<file path="src/rtl/mmq_pkg.sv">
package mmq_pkg;
  localparam int unsigned MAX_SLOTS = 64;
  localparam int unsigned MAX_IDX_W = $clog2(MAX_SLOTS);
  typedef logic [MAX_SLOTS-1:0] slot_vec_t;

  // Lowest set bit position; zero when the vector is empty.
  function automatic logic [MAX_IDX_W-1:0] first_one(input slot_vec_t v);
    logic [MAX_IDX_W-1:0] r;
    r = '0;
    for (int i = MAX_SLOTS - 1; i >= 0; i--) begin
      if (v[i]) r = MAX_IDX_W'(i);
    end
    return r;
  endfunction
endpackage

</file>
<file path="src/rtl/mmq_lookup.sv">
module mmq_lookup
  import mmq_pkg::*;
#(
  parameter int ENTRIES = 4,
  parameter int LA_W = 28,
  localparam int IDX_W = $clog2(ENTRIES)
) (
  input  logic [ENTRIES-1:0] busy,
  input  logic [ENTRIES-1:0] leaving,
  input  logic [LA_W-1:0]    line_tab [ENTRIES],
  input  logic [LA_W-1:0]    key,
  output logic               hit,
  output logic [IDX_W-1:0]   hit_idx,
  output logic               any_free,
  output logic [IDX_W-1:0]   free_idx
);
  logic [ENTRIES-1:0] live;
  logic [ENTRIES-1:0] match;

  assign live = busy & ~leaving;

  always_comb begin
    for (int i = 0; i < ENTRIES; i++) begin
      match[i] = live[i] && (line_tab[i] == key);
    end
  end

  assign hit      = |match;
  assign hit_idx  = IDX_W'(first_one(slot_vec_t'(match)));
  assign any_free = |(~live);
  assign free_idx = IDX_W'(first_one(slot_vec_t'(~live)));
endmodule

</file>
<file path="src/rtl/mmq_order.sv">
module mmq_order #(
  parameter int ENTRIES = 4,
  localparam int IDX_W = $clog2(ENTRIES),
  localparam int CNT_W = $clog2(ENTRIES + 1)
) (
  input  logic             clk,
  input  logic             rst,
  input  logic             push,
  input  logic [IDX_W-1:0] push_idx,
  input  logic             pop,
  output logic             head_valid,
  output logic [IDX_W-1:0] head_idx
);
  logic [IDX_W-1:0] ring [ENTRIES];
  logic [IDX_W-1:0] wr_ptr, rd_ptr;
  logic [CNT_W-1:0] count;
  logic             do_pop;

  function automatic logic [IDX_W-1:0] step_ptr(input logic [IDX_W-1:0] p);
    return (p == IDX_W'(ENTRIES - 1)) ? '0 : p + IDX_W'(1);
  endfunction

  assign head_valid = (count != '0);
  assign head_idx   = ring[rd_ptr];
  assign do_pop     = pop && head_valid;

  always_ff @(posedge clk) begin
    if (push) ring[wr_ptr] <= push_idx;
  end

  always_ff @(posedge clk) begin
    if (rst) begin
      wr_ptr <= '0;
      rd_ptr <= '0;
      count  <= '0;
    end else begin
      if (push)   wr_ptr <= step_ptr(wr_ptr);
      if (do_pop) rd_ptr <= step_ptr(rd_ptr);
      count <= count + CNT_W'(push) - CNT_W'(do_pop);
    end
  end
endmodule

</file>
<file path="src/rtl/mmq_slot.sv">
module mmq_slot #(
  parameter int LA_W = 28,
  parameter int LINE_BYTES = 16,
  parameter int BEAT_BYTES = 4,
  localparam int LINE_W = LINE_BYTES * 8,
  localparam int BEAT_W = BEAT_BYTES * 8,
  localparam int BEATS = LINE_BYTES / BEAT_BYTES,
  localparam int CNT_W = $clog2(BEATS + 1)
) (
  input  logic                  clk,
  input  logic                  rst,
  input  logic                  alloc,
  input  logic [LA_W-1:0]       set_line,
  input  logic                  st_we,
  input  logic [LINE_BYTES-1:0] st_be,
  input  logic [LINE_W-1:0]     st_data,
  input  logic                  beat_we,
  input  logic [BEAT_W-1:0]     beat_data,
  input  logic                  release_i,
  output logic                  busy,
  output logic                  complete,
  output logic [LA_W-1:0]       line_o,
  output logic [LINE_W-1:0]     data_o
);
  logic [CNT_W-1:0]      cnt_q;
  logic [LINE_BYTES-1:0] mask_q;
  logic [LINE_W-1:0]     buf_q;
  logic [LA_W-1:0]       line_q;

  always_ff @(posedge clk) begin
    if (rst) begin
      busy   <= 1'b0;
      cnt_q  <= '0;
      mask_q <= '0;
    end else begin
      if (alloc) begin
        busy  <= 1'b1;
        cnt_q <= '0;
      end else begin
        if (release_i) busy <= 1'b0;
        if (beat_we)   cnt_q <= cnt_q + CNT_W'(1);
      end
      if (alloc)      mask_q <= st_we ? st_be : '0;
      else if (st_we) mask_q <= mask_q | st_be;
    end
  end

  always_ff @(posedge clk) begin
    if (alloc) line_q <= set_line;
  end

  // Store bytes take precedence over a beat landing in the same cycle.
  always_ff @(posedge clk) begin
    for (int b = 0; b < LINE_BYTES; b++) begin
      if (st_we && st_be[b])
        buf_q[b*8 +: 8] <= st_data[b*8 +: 8];
      else if (beat_we && !mask_q[b] && (cnt_q == CNT_W'(b / BEAT_BYTES)))
        buf_q[b*8 +: 8] <= beat_data[(b % BEAT_BYTES)*8 +: 8];
    end
  end

  assign complete = busy && (cnt_q == CNT_W'(BEATS));
  assign line_o   = line_q;
  assign data_o   = buf_q;
endmodule

</file>
<file path="src/rtl/miss_merge_queue.sv">
module miss_merge_queue
  import mmq_pkg::*;
#(
  parameter int ENTRIES = 4,
  parameter int LA_W = 28,
  parameter int LINE_BYTES = 16,
  parameter int BEAT_BYTES = 4,
  localparam int IDX_W = $clog2(ENTRIES),
  localparam int LINE_W = LINE_BYTES * 8,
  localparam int BEAT_W = BEAT_BYTES * 8
) (
  input  logic                  clk,
  input  logic                  rst,
  input  logic                  lk_valid,
  input  logic                  lk_store,
  input  logic [LA_W-1:0]       lk_line,
  input  logic [LINE_BYTES-1:0] lk_be,
  input  logic [LINE_W-1:0]     lk_data,
  output logic                  rsp_valid,
  output logic                  rsp_ok,
  output logic [IDX_W-1:0]      rsp_idx,
  output logic                  rsp_merged,
  output logic                  full,
  output logic                  notfull_evt,
  output logic                  breq_valid,
  input  logic                  breq_ready,
  output logic [IDX_W-1:0]      breq_idx,
  output logic [LA_W-1:0]       breq_line,
  input  logic                  bdat_valid,
  input  logic [IDX_W-1:0]      bdat_idx,
  input  logic [BEAT_W-1:0]     bdat_data,
  input  logic                  vq_full,
  output logic                  fill_valid,
  input  logic                  fill_ready,
  output logic [IDX_W-1:0]      fill_idx,
  output logic [LA_W-1:0]       fill_line,
  output logic [LINE_W-1:0]     fill_data,
  output logic                  wake_valid,
  output logic [IDX_W-1:0]      wake_idx
);
  logic [ENTRIES-1:0] slot_busy;
  logic [ENTRIES-1:0] slot_done;
  logic [LA_W-1:0]    slot_line [ENTRIES];
  logic [LINE_W-1:0]  slot_data [ENTRIES];

  logic [IDX_W-1:0]   fill_pick;
  logic               fill_take;
  logic [ENTRIES-1:0] leave_vec;

  logic               hit, any_free, acc_ok, do_alloc, do_store;
  logic [IDX_W-1:0]   hit_idx, free_idx, tgt_idx;

  // Fill selection: lowest complete entry, held back by victim pressure.
  assign fill_pick  = IDX_W'(first_one(slot_vec_t'(slot_done)));
  assign fill_valid = (|slot_done) && !vq_full;
  assign fill_idx   = fill_pick;
  assign fill_line  = slot_line[fill_pick];
  assign fill_data  = slot_data[fill_pick];
  assign fill_take  = fill_valid && fill_ready;
  assign leave_vec  = fill_take ? (ENTRIES'(1) << fill_pick) : '0;

  mmq_lookup #(.ENTRIES(ENTRIES), .LA_W(LA_W)) u_lookup (
    .busy     (slot_busy),
    .leaving  (leave_vec),
    .line_tab (slot_line),
    .key      (lk_line),
    .hit      (hit),
    .hit_idx  (hit_idx),
    .any_free (any_free),
    .free_idx (free_idx)
  );

  assign acc_ok   = hit || any_free;
  assign tgt_idx  = hit ? hit_idx : free_idx;
  assign do_alloc = lk_valid && !hit && any_free;
  assign do_store = lk_valid && lk_store && acc_ok;

  for (genvar i = 0; i < ENTRIES; i++) begin : g_slot
    mmq_slot #(.LA_W(LA_W), .LINE_BYTES(LINE_BYTES), .BEAT_BYTES(BEAT_BYTES)) u_slot (
      .clk       (clk),
      .rst       (rst),
      .alloc     (do_alloc && (tgt_idx == IDX_W'(i))),
      .set_line  (lk_line),
      .st_we     (do_store && (tgt_idx == IDX_W'(i))),
      .st_be     (lk_be),
      .st_data   (lk_data),
      .beat_we   (bdat_valid && (bdat_idx == IDX_W'(i))),
      .beat_data (bdat_data),
      .release_i (leave_vec[i]),
      .busy      (slot_busy[i]),
      .complete  (slot_done[i]),
      .line_o    (slot_line[i]),
      .data_o    (slot_data[i])
    );
  end

  mmq_order #(.ENTRIES(ENTRIES)) u_order (
    .clk        (clk),
    .rst        (rst),
    .push       (do_alloc),
    .push_idx   (tgt_idx),
    .pop        (breq_ready),
    .head_valid (breq_valid),
    .head_idx   (breq_idx)
  );

  assign breq_line = slot_line[breq_idx];
  assign full      = &slot_busy;

  always_ff @(posedge clk) begin
    if (rst) begin
      rsp_valid   <= 1'b0;
      rsp_ok      <= 1'b0;
      rsp_idx     <= '0;
      rsp_merged  <= 1'b0;
      wake_valid  <= 1'b0;
      wake_idx    <= '0;
      notfull_evt <= 1'b0;
    end else begin
      rsp_valid   <= lk_valid;
      rsp_ok      <= lk_valid && acc_ok;
      rsp_idx     <= tgt_idx;
      rsp_merged  <= lk_valid && hit;
      wake_valid  <= fill_take;
      wake_idx    <= fill_pick;
      notfull_evt <= fill_take;
    end
  end
endmodule

</file>
<file path="config.mk">
export PLATFORM = sky130hd
export DESIGN_NAME = miss_merge_queue
export DESIGN_NICKNAME = d
export VERILOG_FILES = /design/src/rtl/mmq_pkg.sv /design/src/rtl/mmq_lookup.sv /design/src/rtl/mmq_order.sv /design/src/rtl/mmq_slot.sv /design/src/rtl/miss_merge_queue.sv
export SDC_FILE = /design/constraint.sdc
export NUM_CORES = 1
export LEC_CHECK = 0
export BUFFER_PORTS_ARGS = -buffer_cell sky130_fd_sc_hd__buf_2
export CAP_MARGIN = 10
export CORE_ASPECT_RATIO = 2
export CORE_MARGIN = 2
export CORE_UTILIZATION = 45
export DETAILED_ROUTE_END_ITERATION = 10
export HOLD_SLACK_MARGIN = 0.08
export SETUP_SLACK_MARGIN = 0.15
export SLEW_MARGIN = 30
export SYNTH_ARGS = -nofsm -noshare
export SYNTH_HDL_FRONTEND = slang
export SYNTH_SLANG_ARGS = --single-unit
</file>
<file path="constraint.sdc">
create_clock -name clk -period 5.34 [get_ports clk]
set_clock_uncertainty 0.2 [all_clocks]
set_input_delay 0.801 -clock clk [delete_from_list [all_inputs] [get_ports clk]]
set_output_delay 0.801 -clock clk [all_outputs]
set_load 0.05 [all_outputs]
</file>
=== Word-level counts from Yosys, hierarchy flattened ===
Memory sizes are Yosys's and may differ from the RTL's. A register that Yosys moved wholly into a read port is not among the register bits.
Cells that the tools add are included.

* Add/subtract/negate cells: 8
* $mul: 0
* Divide/modulo/power cells: 0
* Magnitude comparators: 2
* Equality and inequality tests: 28
* Shift-type cells: 1
* Multiplexer cells: 237
* Bitwise gates (word level): 10
* Reductions and logical operators: 375

{| class="wikitable"
|+ Operator list
! operator !! count
|-
| $mux 8 || 128
|-
| $bmux 128 s2 || 1
|-
| $mux 128 || 2
|-
| $logic_and 1x1->1 || 221
|-
| $mux 16 || 12
|-
| $mux 2 || 77
|-
| $reduce_bool 2->1 || 72
|-
| $bmux 28 s2 || 2
|-
| $eq 28x28->1 || 4
|-
| $mux 28 || 4
|-
| $logic_not 1->1 || 66
|-
| $not 4->64 || 1
|-
| $or 16x16->16 || 4
|-
| $eq 3x2->1 const B || 8
|-
| $add 3x1->3 const B || 4
|-
| $eq 2x2->1 const B || 6
|-
| $eq 3x1->1 const B || 4
|-
| $eq 3x3->1 const B || 4
|-
| $logic_not 3->1 || 4
|-
| $reduce_or 4->1 || 3
|-
| $mux 1 || 10
|-
| $not 4->4 || 2
|-
| $reduce_or 2->1 || 4
|-
| $ge 3x3->1 const B || 2
|-
| other kinds (12) || 16
|}

* Flip-flop bits (word level): 719
* Bits in latches: 0
* Memory bits (writable): 8
* Memory bits (read-only): 0
* Bits of input ports: 214
* Output and inout port bits: 200
* Memories: 1

{| class="wikitable"
|+ Memory list
! name !! depth !! bits a word !! read ports !! clocked after Yosys merged registers in !! wr ports !! RTL line !! source
|-
| u_order.ring || 4 || 2 || 1 || 1 || 1 || mmq_order.sv:14 || <nowiki>logic [IDX_W-1:0] ring [ENTRIES];</nowiki>
|}

=== Longest topological paths before layout ===
* Depth in word-level cells: 80
* Gate-level depth with buffers: 16

=== Cells and area by module ===
A second synthesis with hierarchy kept.

* Cell total of the unflattened synthesis: 2482
* Area, all modules: 36223.5 sq um

{| class="wikitable"
|+ By module, submodules not included
! module !! instances !! cells an instance !! area an instance (sq um)
|-
| mmq_slot || 4 || 397 || 7095.6
|-
| miss_merge_queue || 1 || 670 || 5756.8
|-
| mmq_lookup || 1 || 170 || 1330.0
|-
| mmq_order || 1 || 54 || 754.5
|}

=== Worst setup path after synthesis ===
Ideal clock, no wire load.

* Path kind: in2reg
* Start point: in lk_line[11]
* End point: reg g_slot[0].u_slot.line_q[0] (enable)
* Arrival time: 3.478 ns
* Data required time: 4.736 ns
* Slack: 1.259 ns
* Stages on the path: 10
* Path buffers: 3
* Path through: xor2_1 > nor4_1 > nand2_1 > nor4_1 > a21o_1 > buf_2 > buf_2 > nand4_1 > inv_1 > clkbuf_1

* Longest elaborated chain between the ends: 9
* Elaborated cells on any way between the ends: 19
* Those cells by class: eq/ne: 4; mux: 5; reduce/logical: 10

{| class="wikitable"
|+ Ends and longest elaborated chain
! element !! RTL line !! source
|-
| from (decl) || miss_merge_queue.sv:16 || <nowiki>input logic [LA_W-1:0] lk_line,</nowiki>
|-
| $eq 28x28->1 || mmq_lookup.sv:24 || <nowiki>match[i] = live[i] && (line_tab[i] == key);</nowiki>
|-
| $logic_and 1x1->1 || mmq_lookup.sv:24 ||
|-
| $mux 2 (4 in a row) || mmq_pkg.sv:11 || <nowiki>if (v[i]) r = MAX_IDX_W'(i);</nowiki>
|-
| $mux 2 || miss_merge_queue.sv:74 || <nowiki>assign tgt_idx = hit ? hit_idx : free_idx;</nowiki>
|-
| $logic_not 2->1 || miss_merge_queue.sv:82 || <nowiki>.alloc (do_alloc && (tgt_idx == IDX_W'(i))),</nowiki>
|-
| $logic_and 1x1->1 * || miss_merge_queue.sv:82 ||
|-
| net g_slot[0].u_slot.alloc || mmq_slot.sv:12 || <nowiki>input logic alloc,</nowiki>
|-
| to (signal assigned) || mmq_slot.sv:49 || <nowiki>if (alloc) line_q <= set_line;</nowiki>
|-
| to (decl) || mmq_slot.sv:28 || <nowiki>logic [LA_W-1:0] line_q;</nowiki>
|}

Mark *: on every way through the listed nets, which the timed path passes. The rest lies on a longest branch.
A chain may end at the register's enable or synchronous reset.

=== Final worst setup path ===
* Start point: reg g_slot[0].u_slot.cnt_q[0]
* End point: reg g_slot[0].u_slot.buf_q[49], data pin

* Longest elaborated chain between the ends: 18
* Elaborated cells on any way between the ends: 33
* Those cells by class: eq/ne: 1; shift: 1; mux: 12; bitwise: 4; reduce/logical: 15

{| class="wikitable"
|+ Ends and longest elaborated chain
! element !! RTL line !! source
|-
| from (decl) || mmq_slot.sv:25 || <nowiki>logic [CNT_W-1:0] cnt_q;</nowiki>
|-
| from (signal assigned) || mmq_slot.sv:41 || <nowiki>if (beat_we) cnt_q <= cnt_q + CNT_W'(1);</nowiki>
|-
| $eq 3x3->1 * || mmq_slot.sv:62 || <nowiki>assign complete = busy && (cnt_q == CNT_W'(BEATS));</nowiki>
|-
| $logic_and 1x1->1 * || mmq_slot.sv:62 ||
|-
| $reduce_or 4->1 || miss_merge_queue.sv:55 || <nowiki>assign fill_valid = (|slot_done) && !vq_full;</nowiki>
|-
| $logic_and 1x1->1 || miss_merge_queue.sv:55 ||
|-
| $logic_and 1x1->1 || miss_merge_queue.sv:59 || <nowiki>assign fill_take = fill_valid && fill_ready;</nowiki>
|-
| $mux 4 * || miss_merge_queue.sv:60 || <nowiki>assign leave_vec = fill_take ? (ENTRIES'(1) << fill_pick) : '0;</nowiki>
|-
| $not 4->4 * || mmq_lookup.sv:20 || <nowiki>assign live = busy & ~leaving;</nowiki>
|-
| $and 4x4->4 * || mmq_lookup.sv:20 ||
|-
| $logic_and 1x1->1 or $not 4->64 (tied branches) || mmq_lookup.sv:24, mmq_lookup.sv:31 ||
|-
| $mux 2 (4 in a row) || mmq_pkg.sv:11 ||
|-
| $mux 2 || miss_merge_queue.sv:74 ||
|-
| $logic_not 2->1 || miss_merge_queue.sv:84 || <nowiki>.st_we (do_store && (tgt_idx == IDX_W'(i))),</nowiki>
|-
| $logic_and 1x1->1 * || miss_merge_queue.sv:84 ||
|-
| $logic_and 1x1->1 * || mmq_slot.sv:55 || <nowiki>if (st_we && st_be[b])</nowiki>
|-
| $mux 8 * || mmq_slot.sv:55 ||
|-
| to (signal, indexed assignment) || mmq_slot.sv:56 || <nowiki>buf_q[b*8 +: 8] <= st_data[b*8 +: 8];</nowiki>
|-
| to (signal, indexed assignment) || mmq_slot.sv:58 || <nowiki>buf_q[b*8 +: 8] <= beat_data[(b % BEAT_BYTES)*8 +: 8];</nowiki>
|-
| to (decl) || mmq_slot.sv:27 || <nowiki>logic [LINE_W-1:0] buf_q;</nowiki>
|}

Mark *: on every way between the ends. The rest lies on a longest branch, timed or not.

==> flow_metrics.tcl <==
set metrics [dict create \
    synth_fa_ha_area_share_pct 1.00 \
    grt.total_usage_pct 29.7 \
    relSlewSlack_pct 33.2 \
    wl_per_cell_um 29.2 \
    worstSetupStartpointType "register" \
    die_y_um 402 \
    dp.cells 4084 \
    grt.overflow.total 0 \
    synth_edf_count 632 \
    drc 0 \
    layout.cells.non_filler 4220 \
    clockBufferDepth 3 \
    yosysWarnings 0 \
    critPathCaptureType "register" \
    rsz0062_at_grt "false" \
    grt_pass1_wl_mm 178 \
    layout-drive-gt1-share_pct 34.1 \
    htreeDepth 3 \
    ys_seq_area_share_pct 58.7 \
    dieWidth_um 203 \
    maxSlewViolCount 0 \
    vdd_ir_drop_max_v 0.000266 \
    area_growth_pct 16.4 \
    maxCapViolCount 0 \
    synthTopCellsByCount "632 x edfxtp_1, 496 x nand2_1, 366 x mux2_2" \
    cts_tree "done" \
    grt_pass1_vias 26200 \
    syn_area_um2 35600 \
    ioPinCount 414 \
    slowest_stage "o21ai_0" \
    path_max_fanout 24 \
    layout_min_cycle_time_ns 4.74 \
    post_cts_resized 0 \
    cp_data_required_time_ns 5.47 \
    cts_root_buf "clkbuf_16" \
    dpl_cell_area_um2 39200 \
    syn_nets 2981 \
    synth.distinct_cells 59 \
    p_total_uw 13600 \
    synth_compound_area_share_pct 11.5 \
    grt_start_max_net_pins 88 \
    cts_buffers 70 \
    yosys.area.top_type "edfxtp_1" \
    num_rows 146 \
    fmax_mhz 211 \
    yosys-top-cells-area "edfxtp_1 53%, mux2_2 12%, dfxtp_1 5.4%, nand2_1 5.2%, a222oi_1 4.4%" \
    worst_slew_pin_slew_ns 0.999 \
    hpwl_mm 83.2 \
    crit_arrival_ns 4.87 \
    clock-sinks 729 \
    synth_top_family_by_area "multiplexers" \
    firstDrtPassIters 11 \
    fin_util_pct 52.7 \
    syn-mean-instance-area_um2 13.0 \
    hold_viol 0 \
    syn_inst 2739 \
    fp.coreArea_um2 78700 \
    path_clk_slew_ns 0.07 \
    synthSimpleGateAreaFrac_pct 8.70 \
    power_density_nw_per_um2 328 \
    postRouteAntennaNets 0 \
    setup_violations 0 \
    die_area_um2 81600 \
    path_class "reg2reg" \
    outcome "completed" \
    drt_iter0_drc 3707 \
    num-fill-cells 6803 \
    cts_hold_buf 0 \
    synth_top_area_share_pct 53.3 \
    stdcell_area_um2 41500 \
    antenna_found_initial 20 \
    viasPerCell 6.35 \
    post_cts_buffers 0 \
    power.leakage_uw 0.0152 \
    portBuffers 413 \
    yosysMostFrequentCell "edfxtp_1" \
    clk_latency_ns 0.65 \
    ys_ff_latch 729 \
    wl_mm 123 \
    crit_chain "inv_1 > ha_1 > and3_1 > nand2b_4 > o31ai_2 > or3_1 > a21o_2 > a41oi_4 > buf_4 > o21ai_0 > o221ai_1" \
    synthMuxAreaShare_pct 14.1 \
    fin_crit_sh_pct 88.7 \
    finalNetCount 3362 \
    start_util_pct 45.3 \
    setup-tns-final_ns 0 \
    ys.flop_type "edfxtp_1" \
    gp_congestion 0.879 \
    worst_hold_path_type "in2reg" \
    synthArstFlopShare_pct 0 \
    critPathMaxStageDelay_ns 0.74 \
    vias 26800 \
    synth-xor-area-share_pct 2.90 \
]
## area by class of cell
cell class	count	area [um^2]	share of cell area, %
Antenna cell	7	17.5	0.0422
Clock buffer	89	1910	4.59
Clock inverter	40	330	0.796
Inverter	71	267	0.642
Multi-Input combinational cell	1729	13700	33.1
Sequential cell	729	20900	50.4
Tap cell	1036	1300	3.12
Timing Repair Buffer	519	3020	7.27
## state kept, by name, indices dropped and copies added, names as in the netlist, 2 cells and up, named ones only
signal and flops:
g_slot.u_slot.busy 4, g_slot.u_slot.cnt_q 12, g_slot.u_slot.data_o 512, g_slot.u_slot.line_o 112
g_slot.u_slot.mask_q 64, rsp_idx 2, u_order.count 3, u_order.rd_ptr 2
u_order.ring 8, u_order.wr_ptr 2, wake_idx 2
## worst max-delay path, delay by kind of cell, from the launching register on
family          cells  cell delay (ns)
simple gates        3             0.74
compound gates      5             2.33
fa+ha+maj           1             0.27
buf+inv             2             0.46
flops               1             0.40
## cells by family (layout without fill, tap and decap cells)
kind of cell               Yosys count  count (layout)
other                                0               7
DFF                                729             729
adders and majority gates           28              28
and+or+nand+nor                    673             673
buffers and inverters              281             719
xor gates and xnor gates           118             118
muxes                              416             416
AOI/OAI and AO/OA                  494             494
## final timing paths
| path | from | end | slack, ns | cells past startpoint |
|---|---|---|---|---|
| worst min-delay path | lk_line[15] | g_slot[2].u_slot.line_o[15] | 0.27 | 1 |
| worst max-delay path | g_slot[0].u_slot.cnt_q[0] | g_slot[0].u_slot.data_o[49] | 0.60 | 11 |
| worst min register to register | g_slot[2].u_slot.mask_q[12] | g_slot[2].u_slot.mask_q[12] | 0.27 | 1 |
| worst max register to register | g_slot[0].u_slot.cnt_q[0] | g_slot[0].u_slot.data_o[49] | 0.60 | 11 |
## placed cells by master (no fill, tap or decap), drive strengths merged, types with 16 or more instances in the layout
master   netlist  final
dfxtp         97     97
nor3          23     23
nand3         37     37
nand2b        20     20
nor4          28     28
o31ai         19     19
o2bb2ai       16     16
inv           71     75
edfxtp       632    632
a222oi       156    156
mux4          30     30
o221ai       128    128
a21oi         33     33
o32ai         16     16
buf           28    519
xor2          79     79
nand2        505    505
mux2         384    384
clkinv         0     26
o21ai         82     82
a22o          32     32
ha            27     27
xnor2         39     39
nor2          23     23
clkbuf       182     89
## stage by stage
stage	worst slack [ns]	hold WS, ns
after global routing	0.464	0.278
after global placement	0.168	0.250
final	0.604	0.266
after floorplan	1.26	0.237
after detailed placement	0.294	0.251
after CTS	0.612	0.225
## metal layers
layer,up-vias,track usage [%],wire [um]
met4,26,9.82,4230
met1,13400,41.4,49400
li1,11500,-,-
met3,243,6.66,12900
met5,-,0,155
met2,1642,46.2,56500
## power breakdown
part	switching, uW	internal (uW)	total (uW)	leakage [uW]
combinational	1490	639	2130	0.00763
clock	2290	2740	5030	0.00108
sequential	79.1	6380	6460	0.00653
Note: power is estimated with default switching activity, not from simulation.
